## config.mk

```make
export PLATFORM = sky130hd
export DESIGN_NAME = aai_word_prog_seq
export DESIGN_NICKNAME = d
export VERILOG_FILES = /design/src/rtl/aai_seq_pkg.sv /design/src/rtl/aai_cmd_decode.sv /design/src/rtl/aai_addr_track.sv /design/src/rtl/aai_byte_issue.sv /design/src/rtl/aai_rb_drive.sv /design/src/rtl/aai_word_prog_seq.sv
export SDC_FILE = /design/constraint.sdc
export NUM_CORES = 1
export LEC_CHECK = 0
export BUFFER_PORTS_ARGS = -buffer_cell sky130_fd_sc_hd__clkbuf_2
export CORE_MARGIN = 5
export CORE_UTILIZATION = 40
export CTS_BUF_LIST = sky130_fd_sc_hd__clkbuf_2
export DETAILED_ROUTE_END_ITERATION = 12
export PLACE_DENSITY_LB_ADDON = 0.08
export SLEW_MARGIN = 15
export SYNTH_ARGS = -nofsm -noshare
export SYNTH_HDL_FRONTEND = slang
export SYNTH_SLANG_ARGS = --single-unit
```

## constraint.sdc

```tcl
create_clock -name clk -period 2.4 [get_ports clk]
set_input_delay 0.12 -clock clk [delete_from_list [all_inputs] [get_ports clk]]
set_output_delay 0.12 -clock clk [all_outputs]
set_load 0.01 [all_outputs]
```

## src/rtl/aai_seq_pkg.sv

```systemverilog
package aai_seq_pkg;
  localparam logic [7:0] OP_AAI   = 8'hAD;
  localparam logic [7:0] OP_WREN  = 8'h06;
  localparam logic [7:0] OP_WRDI  = 8'h04;
  localparam logic [7:0] OP_RDSR  = 8'h05;
  localparam logic [7:0] OP_RB_ON = 8'h70;
  localparam logic [7:0] OP_RB_OFF = 8'h80;

  typedef struct packed {
    logic set_wel;
    logic clr_wel;
    logic enter;
    logic cont;
    logic leave;
    logic rb_on;
    logic rb_off;
  } seq_act_t;
endpackage

```

## src/rtl/aai_cmd_decode.sv

```systemverilog
module aai_cmd_decode
  import aai_seq_pkg::*;
(
  input  logic       frm_valid,
  input  logic [7:0] frm_opcode,
  input  logic       frm_has_addr,
  input  logic [1:0] frm_nbytes,
  input  logic       mode_q,
  input  logic       wel_q,
  input  logic       hold,
  output seq_act_t   act
);
  logic pair_ok;
  assign pair_ok = (frm_nbytes == 2'd2);

  always_comb begin
    act = '0;
    if (frm_valid) begin
      if (mode_q) begin
        unique case (frm_opcode)
          OP_AAI:    act.cont = pair_ok && !hold;
          OP_WRDI: begin
            act.leave   = 1'b1;
            act.clr_wel = 1'b1;
          end
          OP_RB_ON:  act.rb_on  = 1'b1;
          OP_RB_OFF: act.rb_off = 1'b1;
          OP_RDSR:   act = '0;
          default:   act = '0;
        endcase
      end else begin
        unique case (frm_opcode)
          OP_WREN:   act.set_wel = 1'b1;
          OP_WRDI:   act.clr_wel = 1'b1;
          OP_RB_ON:  act.rb_on   = 1'b1;
          OP_RB_OFF: act.rb_off  = 1'b1;
          OP_AAI:    act.enter   = frm_has_addr && pair_ok && wel_q && !hold;
          default:   act = '0;
        endcase
      end
    end
  end
endmodule

```

## src/rtl/aai_addr_track.sv

```systemverilog
module aai_addr_track #(
  parameter int AW = 24
) (
  input  logic          clk,
  input  logic          rst_n,
  input  logic          enter,
  input  logic          cont,
  input  logic [AW-1:0] frm_addr,
  output logic [AW-1:0] base
);
  localparam logic [AW-1:0] STEP = AW'(2);

  logic [AW-1:0] word_q, word_d;
  logic          adv;

  assign adv  = enter || cont;
  assign base = enter ? {frm_addr[AW-1:1], 1'b0} : word_q;

  always_comb begin
    word_d = word_q;
    if (adv) word_d = base + STEP;
  end

  always_ff @(posedge clk or negedge rst_n) begin
    if (!rst_n) word_q <= '0;
    else if (adv) word_q <= word_d;
  end


  addr_hold_chk: assert property (@(posedge clk) disable iff (!rst_n)
    !adv |=> $stable(word_q));
endmodule

```

## src/rtl/aai_byte_issue.sv

```systemverilog
module aai_byte_issue #(
  parameter int AW = 24,
  parameter int DW = 8
) (
  input  logic          clk,
  input  logic          rst_n,
  input  logic          load,
  input  logic [AW-1:0] base,
  input  logic [DW-1:0] lo_byte,
  input  logic [DW-1:0] hi_byte,
  output logic          prog_valid,
  output logic [AW-1:0] prog_addr,
  output logic [DW-1:0] prog_data,
  output logic          issuing
);
  logic          vld_q, vld_d;
  logic          pend_q, pend_d;
  logic [AW-1:0] addr_q, addr_d;
  logic [DW-1:0] data_q, data_d;
  logic [DW-1:0] hi_q, hi_d;
  logic          step_en;

  assign step_en = load || pend_q || vld_q;

  always_comb begin
    vld_d  = 1'b0;
    pend_d = 1'b0;
    addr_d = addr_q;
    data_d = data_q;
    hi_d   = hi_q;
    if (load) begin
      vld_d  = 1'b1;
      pend_d = 1'b1;
      addr_d = {base[AW-1:1], 1'b0};
      data_d = lo_byte;
      hi_d   = hi_byte;
    end else if (pend_q) begin
      vld_d  = 1'b1;
      addr_d = {addr_q[AW-1:1], 1'b1};
      data_d = hi_q;
    end
  end

  always_ff @(posedge clk or negedge rst_n) begin
    if (!rst_n) begin
      vld_q  <= 1'b0;
      pend_q <= 1'b0;
      addr_q <= '0;
      data_q <= '0;
      hi_q   <= '0;
    end else if (step_en) begin
      vld_q  <= vld_d;
      pend_q <= pend_d;
      addr_q <= addr_d;
      data_q <= data_d;
      hi_q   <= hi_d;
    end
  end

  assign prog_valid = vld_q;
  assign prog_addr  = addr_q;
  assign prog_data  = data_q;
  assign issuing    = vld_q || pend_q;


  odd_follows_even_chk: assert property (@(posedge clk) disable iff (!rst_n)
    (prog_valid && !prog_addr[0]) |=>
      (prog_valid && prog_addr[0] && prog_addr[AW-1:1] == $past(prog_addr[AW-1:1])));
endmodule

```

## src/rtl/aai_rb_drive.sv

```systemverilog
module aai_rb_drive (
  input  logic clk,
  input  logic rst_n,
  input  logic rb_en,
  input  logic mode,
  input  logic cs_n,
  input  logic rd_active,
  input  logic busy,
  output logic so_oe,
  output logic so_val
);
  assign so_oe  = rb_en && mode && !cs_n && !rd_active;
  assign so_val = !busy;


  so_drive_chk: assert property (@(posedge clk) disable iff (!rst_n)
    so_oe |-> (!cs_n && mode && !rd_active));
endmodule

```

## src/rtl/aai_word_prog_seq.sv

```systemverilog
module aai_word_prog_seq
  import aai_seq_pkg::*;
#(
  parameter int AW = 24,
  parameter int DW = 8
) (
  input  logic          clk,
  input  logic          rst_n,
  input  logic          cs_n,
  input  logic          rd_active,
  input  logic          frm_valid,
  input  logic [7:0]    frm_opcode,
  input  logic          frm_has_addr,
  input  logic [AW-1:0] frm_addr,
  input  logic [1:0]    frm_nbytes,
  input  logic [DW-1:0] frm_byte0,
  input  logic [DW-1:0] frm_byte1,
  input  logic          mem_busy,
  output logic          prog_valid,
  output logic [AW-1:0] prog_addr,
  output logic [DW-1:0] prog_data,
  output logic          aai_active,
  output logic          wel,
  output logic          so_oe,
  output logic          so_val
);
  logic [1:0] rst_sync_q;
  logic       rst_int_n;

  always_ff @(posedge clk or negedge rst_n) begin
    if (!rst_n) rst_sync_q <= 2'b00;
    else        rst_sync_q <= {rst_sync_q[0], 1'b1};
  end
  assign rst_int_n = rst_sync_q[1];

  seq_act_t act;
  logic     mode_q, mode_d;
  logic     wel_q, wel_d;
  logic     rb_q, rb_d;
  logic     issuing;
  logic     hold;
  logic [AW-1:0] base;

  assign hold = mem_busy || issuing;

  aai_cmd_decode u_dec (
    .frm_valid    (frm_valid),
    .frm_opcode   (frm_opcode),
    .frm_has_addr (frm_has_addr),
    .frm_nbytes   (frm_nbytes),
    .mode_q       (mode_q),
    .wel_q        (wel_q),
    .hold         (hold),
    .act          (act)
  );

  always_comb begin
    mode_d = mode_q;
    wel_d  = wel_q;
    rb_d   = rb_q;
    if (act.enter)   mode_d = 1'b1;
    if (act.leave)   mode_d = 1'b0;
    if (act.set_wel) wel_d  = 1'b1;
    if (act.clr_wel) wel_d  = 1'b0;
    if (act.rb_on)   rb_d   = 1'b1;
    if (act.rb_off)  rb_d   = 1'b0;
  end

  always_ff @(posedge clk or negedge rst_int_n) begin
    if (!rst_int_n) begin
      mode_q <= 1'b0;
      wel_q  <= 1'b0;
      rb_q   <= 1'b0;
    end else if (frm_valid) begin
      mode_q <= mode_d;
      wel_q  <= wel_d;
      rb_q   <= rb_d;
    end
  end

  aai_addr_track #(.AW(AW)) u_addr (
    .clk      (clk),
    .rst_n    (rst_int_n),
    .enter    (act.enter),
    .cont     (act.cont),
    .frm_addr (frm_addr),
    .base     (base)
  );

  aai_byte_issue #(.AW(AW), .DW(DW)) u_issue (
    .clk        (clk),
    .rst_n      (rst_int_n),
    .load       (act.enter || act.cont),
    .base       (base),
    .lo_byte    (frm_byte0),
    .hi_byte    (frm_byte1),
    .prog_valid (prog_valid),
    .prog_addr  (prog_addr),
    .prog_data  (prog_data),
    .issuing    (issuing)
  );

  aai_rb_drive u_rb (
    .clk       (clk),
    .rst_n     (rst_int_n),
    .rb_en     (rb_q),
    .mode      (mode_q),
    .cs_n      (cs_n),
    .rd_active (rd_active),
    .busy      (hold),
    .so_oe     (so_oe),
    .so_val    (so_val)
  );

  assign aai_active = mode_q;
  assign wel        = wel_q;


  mode_needs_wel_chk: assert property (@(posedge clk) disable iff (!rst_int_n)
    mode_q |-> wel_q);


  exit_clears_wel_chk: assert property (@(posedge clk) disable iff (!rst_int_n)
    $fell(mode_q) |-> !wel_q);
endmodule

```

---- After elaboration in Yosys (flattened, before gate mapping) ----
Index checks and enable logic that the tools add are counted.
cells by class
  multiply operators ...................... 0
  equal/unequal tests ..................... 6
  add/sub/neg operators ................... 1
  multiplexer cells ....................... 22
  shift operators ......................... 0
  order comparisons ....................... 0
  div/mod/pow operators ................... 0
  reduce and logical (&&, ||, !) cells .... 24
  bitwise logic cells ..................... 0
operators by type and width
  operator                                       count
  two-way mux 24 bit                             2
  adder 24 x 2 -> 24 bit, second input constant  1
  == test 8 x 3 -> 1 bit, second input constant  2
  == test 8 bit, second input constant           2
  two-way mux 1 bit                              16
  two-way mux 8 bit                              2
  two-way mux 7 bit                              2
  AND reduction 2 bit                            5
  == test 8 x 7 -> 1 bit, second input constant  1
  nonzero test 2 bit                             4
  logical AND 1 bit                              7
  logical OR 1 bit                               5
  zero test 1 bit                                3
  == test 2 bit, second input constant           1
storage, ports and cells
  output and inout bits ................... 37
  memories ................................ 0
  register bits after elaboration ......... 71
  memory bits (writable) .................. 0
  latch bits .............................. 0
  logic and storage cells ................. 64
  bits in read-only memories .............. 0

---- Depth between registers and ports, before layout ----
  depth in word-level cells ............... 11
  gate-level depth with buffers ........... 13
  mapped depth without buffers ............ 11

---- Modules after synthesis ----
Synthesis repeated with hierarchy kept, for this count alone.
second synthesis, totals
  cells, all modules ...................... 344
  area, all modules ....................... 3732.3 um^2
by module, submodules not included
  module             times used  cells an instance  area each (um^2)
  aai_addr_track     1           199                1767.9
  aai_byte_issue     1           108                1646.6
  aai_word_prog_seq  1           14                 171.4
  aai_cmd_decode     1           21                 130.1
  aai_rb_drive       1           2                  16.3

---- Worst setup path after synthesis ----
OpenSTA, ideal clock, no wires.
  path kind ............................... register to register
  start ................................... register u_issue.vld_q (netlist: u_issue.prog_valid)
  end ..................................... register u_addr.word_q[9]
  cell stages (with the launch flop) ...... 12
  period minus slack after synthesis ...... 2668 ps
  path slack .............................. -268 ps
  arrival ................................. 2567 ps
  buffers on the path ..................... 2
  required time ........................... 2299 ps
  cell sequence ........................... dfrtp_1 > nor3_4 > and4_4 > and2_1 > buf_2 > mux2_2 > ha_1 > clkbuf_1 > nand3_1 > mux2i_1 > and4_1 > nor4_1
between the ends
  cells in the longest elaborated chain, start to end .. 9
RTL lines
  what                      line                     source
  start: declaration        aai_byte_issue.sv:16     logic vld_q, vld_d;
  start signal: assignment  aai_byte_issue.sv:52     vld_q <= vld_d;
  logical OR 1 bit *        aai_byte_issue.sv:63     assign issuing = vld_q || pend_q;
  logical OR 1 bit *        aai_word_prog_seq.sv:44  assign hold = mem_busy || issuing;
  zero test 1 bit *         --
  net so_val                aai_word_prog_seq.sv:25  output logic so_val
  logical AND 1 bit         aai_cmd_decode.sv:37     OP_AAI: act.enter = frm_has_addr && pair_ok && wel_q && !hold;
  two-way mux 1 bit         aai_cmd_decode.sv:32     unique case (frm_opcode)
  two-way mux 7 bit *       aai_cmd_decode.sv:19     if (mode_q) begin
  two-way mux 7 bit *       aai_cmd_decode.sv:18     if (frm_valid) begin
  two-way mux 24 bit        aai_addr_track.sv:17     assign base = enter ? {frm_addr[AW-1:1], 1'b0} : word_q;
  adder 24 x 2 -> 24 bit    aai_addr_track.sv:21     if (adv) word_d = base + STEP;
  end signal: assignment    aai_addr_track.sv:26     else if (adv) word_q <= word_d;
  end: declaration          aai_addr_track.sv:13     logic [AW-1:0] word_q, word_d;
Mark *: on every way through the listed nets, which the timed path passes. The rest lies on a longest branch.
A chain may end at the register's enable or synchronous reset.

---- Worst setup path after layout ----
  start ................................... register u_issue.pend_q
  end ..................................... register u_addr.word_q[9]
between the ends
  cells in the longest elaborated chain, start to end .. 9
RTL lines
  what                      line                                        source
  start: declaration        aai_byte_issue.sv:17                        logic pend_q, pend_d;
  start signal: assignment  aai_byte_issue.sv:53                        pend_q <= pend_d;
  logical OR 1 bit *        aai_byte_issue.sv:63
  logical OR 1 bit *        aai_word_prog_seq.sv:44
  zero test 1 bit *         aai_cmd_decode.sv:21, aai_cmd_decode.sv:37
  logical AND 1 bit         aai_cmd_decode.sv:37
  two-way mux 1 bit         aai_cmd_decode.sv:32
  two-way mux 7 bit *       aai_cmd_decode.sv:19
  two-way mux 7 bit *       aai_cmd_decode.sv:18
  two-way mux 24 bit        aai_addr_track.sv:17
  adder 24 x 2 -> 24 bit    aai_addr_track.sv:21
Every way passes the cells marked *; elsewhere a longest branch is shown, timed or not.

==> results <==
- STA classifies the critical path endpoint as a flop.
- The synthesis-stage register bit count is 70.
- The synthesized design contains 0 enable-type register cells.
- Walking the worst path, the cells encountered are nor3_4 -> and4_4 -> and2_4 -> mux2_4 -> ha_4 -> buf_6 -> nand3_2 -> mux2i_4 -> and4_1 -> nor4_2.
- Once layout is complete, the cells apart from fillers number 769.
- The area overhead of the layout relative to synthesis is 37.45%.
- The clock passes through at most 2 buffers.
- The top cell types in the final layout, fill and taps aside, are clkbuf_2, nand2_1, dfrtp_1.
- In this run the critical register-to-register path is launched from u_issue.pend_q.
- The slew of the pin with the lowest slew margin is around 0.66 ns.
- For this run, the total global-route usage over all layers was measured as 0.2153.
- The initial antenna violation count is 0.
- The area of the placeable core is 10140 µm².
- Measured on the finished design, the core utilization comes to 0.5544.
- Port buffering added 92 buffers.
- For this design, the slowest cell found on the critical path is dfrtp_1.
- Timing would allow up to around 400 MHz.
- The path class of the lowest-slack min-delay path is in2reg.
- The worst hold path begins at frm_opcode[3].
- The worst register-to-register path has a setup slack of -0.04 ns.
- The Yosys step of the flow raised 0 warnings.
- The clock net in this run drives a total of 70 sinks.
- The worst slew slack as a fraction of its limit is 0.5573.
- In this run the power density over the cells is 391.3 nW/µm².
- The die outline height is 111.1 µm.
- The count of boundary I/O pins is 94.
- The final reports fail on negative setup slack.
- 0 antenna diodes ended up in the layout.
- Setup repair after global routing could not meet its margin everywhere.
- The commonest non-fill, non-tap cell in the layout is clkbuf_2.
- The violation count after the first detailed-route iteration is roughly 270.
- Fill cells in the final layout number around 940.
- The delay contributed by the slowest stage of the critical path is 0.44 ns.
- The global-route wire length before repair is between 20 and 25 mm.
- The pre-antenna-repair detailed-routing pass consisted of 5 iterations.
- At the end of the flow, the number of nets in the layout was 687.
- After layout, the minimum clock period comes to 2.438 ns.
- The HPWL after detailed placement is 9.154 mm.
- In the final layout, flip-flops and latches occupy 1753 µm².
- Wires add up to 13.14 mm.
- The worst setup timing slack at the placement stage is -0.06635 ns.
- The share of async-settable or async-resettable flops after synthesis is 1.000.
- For this run the aggregate overflow at the end of global routing stands at 0.
- The area of the mapped netlist is 4089 µm².
- The number of buffers created by CTS is 9.
- Dividing the detail-routed wire length by the instance count gives roughly 17 µm.
- A synthesized cell averages 8.572 µm².
- The largest fanout on the critical path is 11.
- The clock-pin transition on the worst setup and hold timing paths is 0.22 ns.
- The synthesized netlist cell count is between 400 and 500.
- Detailed routing inserted a total of ~4200 vias.
- The die covers 12340 µm².
- The type of origin of the critical path is a flop.
- For this design the static power due to leakage is 2.533 nW.
- The number of setup violations in the final report is 3.
- Entering global routing, the biggest net connects between 40 and 50 pins.
- The number of cells in the design after placement is 704.
- The share of the yosys chip area belonging to registers is 0.4284.
- The final RePlAce weighted congestion is 0.9178.
- The site row count is 37.
- The clock latency on the worst-skew pair is 0.56 ns.
- The count of final max-slew check failures is 0.
- The critical path in this run is classified as reg2reg.
- Data on the critical path is required at its endpoint by roughly 2.9 ns.
- Summing all multi-input logic gate instances after layout gives 2313 µm².
- In the synthesized netlist the dominant register cell turns out to be dfrtp_1.
- The final hold violation count is 0.
- The via density per instance is 5.471.
- The run finished, with violations left.
- The largest vdd supply drop is 0.1906 mV.
- The slack of the critical path is -0.03844 ns.
- Max-cap violations in this run came to 0.
- The clock arrives with 0.02458 ns of skew.
- The H-tree depth reported by CTS is 3.
- The netlist uses 60 different library cells.
- The share of final-layout standard cells stronger than drive strength 1 is 0.2733.
- The initial core utilization is 0.4033.
- The total DRC errors in the routed layout is 0.
- The cell sitting at the root of the clock tree is a clkbuf_2.
- The number of global-route vias before repair came to roughly 4200.
- The number of routed nets with antenna violations is 0.
- The portion of the clock cycle consumed by the worst path in the final layout is 1.016.
- For the worst setup path, the data arrival time is 2.92 ns.
- The number of nets in the synthesized netlist is 535.
- The critical path startpoint is u_issue.pend_q.
- From left edge to right edge, the die measures between 100 and 150 µm.
- The overall power is approximately 2.2 mW.
- TritonCTS built the clock tree.
-- through the flow --
step	hold slack, ns	setup TNS [ns]	instance area (µm²)
final	0.02156	-0.05292	5620
after global routing	0.04550	-0.7386	5620
after CTS	0.01634	-0.09867	5510
after detailed placement	-0.08900	-0.2319	4877
after global placement	-0.09423	0	4877
after floorplan	-0.1756	-0.01816	4135
-- logic make-up after synthesis --
group	synth area share
AO/OA/AOI/OAI	0.1775
XOR/XNOR	0.02142
adder cells (fa/ha/maj)	0.003059
buffers and inverters	0.04406
flip-flops	0.4284
multiplexers	0.05722
other	0.0009171
AND/OR/NAND/NOR	0.2674
-- timing repair --
| action | CTS | global route |
|---|---|---|
| gates resized for setup | 4 | 17 |
| hold buffers | 46 | 0 |
| setup endpoints to repair | 6 | 8 |
| setup buffers | 3 | 2 |
| pin swaps | 2 | 3 |
| endpoints found under the hold margin | 54 | 0 |
-- cells in the mapped netlist, types with 2 or more instances --
cell type   n  share of area
mux2_2      2         0.0055
and4_1      6          0.013
a31oi_1     9          0.014
a21o_1      8          0.015
nor4_2      2         0.0061
a21oi_1    27          0.033
and3_1      7          0.011
nand4_1    17          0.026
buf_2       8         0.0098
nor3b_1     3         0.0055
o21ai_0    31          0.038
a2111oi_1   2         0.0049
nand2b_1    5         0.0076
o32ai_1     3         0.0064
or3_1       3         0.0046
xor2_1      4         0.0086
o22a_1      2         0.0043
a211oi_1   10          0.018
nand3_1    24          0.029
buf_6       2         0.0055
clkbuf_1   16          0.015
and4b_1     3         0.0073
nand2_1    84          0.077
inv_1       9         0.0083
xnor2_1     6          0.013
a41oi_1     3         0.0064
and2_1      4         0.0061
nor4_1      3         0.0046
mux2i_1    20          0.049
buf_1       4         0.0037
o211ai_1    2         0.0037
dfrtp_1    70           0.43
o21a_1      4         0.0073
nor2_1     38          0.035
nor3_1     11          0.013
-- final timing paths --
| path | cells past startpoint | to |
|---|---|---|
| setup / recovery | 10 | u_addr.word_q[9] |
| hold / removal | 5 | aai_active |
| setup reg to reg | 10 | u_addr.word_q[9] |
| hold reg to reg | 0 | u_issue.prog_addr[8] |
| max in group asynchronous | 1 | u_addr.word_q[19] |
| min in group asynchronous | 0 | u_issue.prog_addr[8] |
-- critical path: cells and delay by family, from the launching register on --
family | cells | cell delay, ns
DFF | 1 | 0.44
adders and majority gates | 1 | 0.18
and+or+nand+nor | 6 | 1.20
muxes | 2 | 0.41
buffers and inverters | 1 | 0.15
-- cell type report --
| class | count | area share |
|---|---|---|
| repair buffers | 172 | 0.2173 |
| clock buffers | 10 | 0.008905 |
| flip-flops and latches | 70 | 0.3119 |
| multi-input cells | 366 | 0.4116 |
| well taps | 136 | 0.03028 |
| inverters | 10 | 0.006679 |
| clock inverters | 5 | 0.01336 |
-- registers in the layout (all words and copies together), names as in the netlist --
register and cells:
u_issue.prog_valid 1, u_issue.pend_q 1, wel 1, u_issue.prog_data 8, u_addr.word_q 23, rst_sync_q 2
aai_active 1, u_issue.hi_q 8, rb_q 1, u_issue.prog_addr 24
-- report_power, final --
part           switching (mW)  internal, mW  total (mW)
sequential             0.0118          1.19        1.20
combinational           0.102         0.109       0.211
clock                   0.454         0.336       0.790
total                   0.568          1.63        2.20
-- routing by layer --
layer / share of wire / global-route usage
met1: 0.45 / 0.2925
met3: 0.056 / 0.04094
met4: 0.019 / 0.07137
met5: 0 / 0
met2: 0.48 / 0.3467
Note: power is estimated with default switching activity, not from simulation.
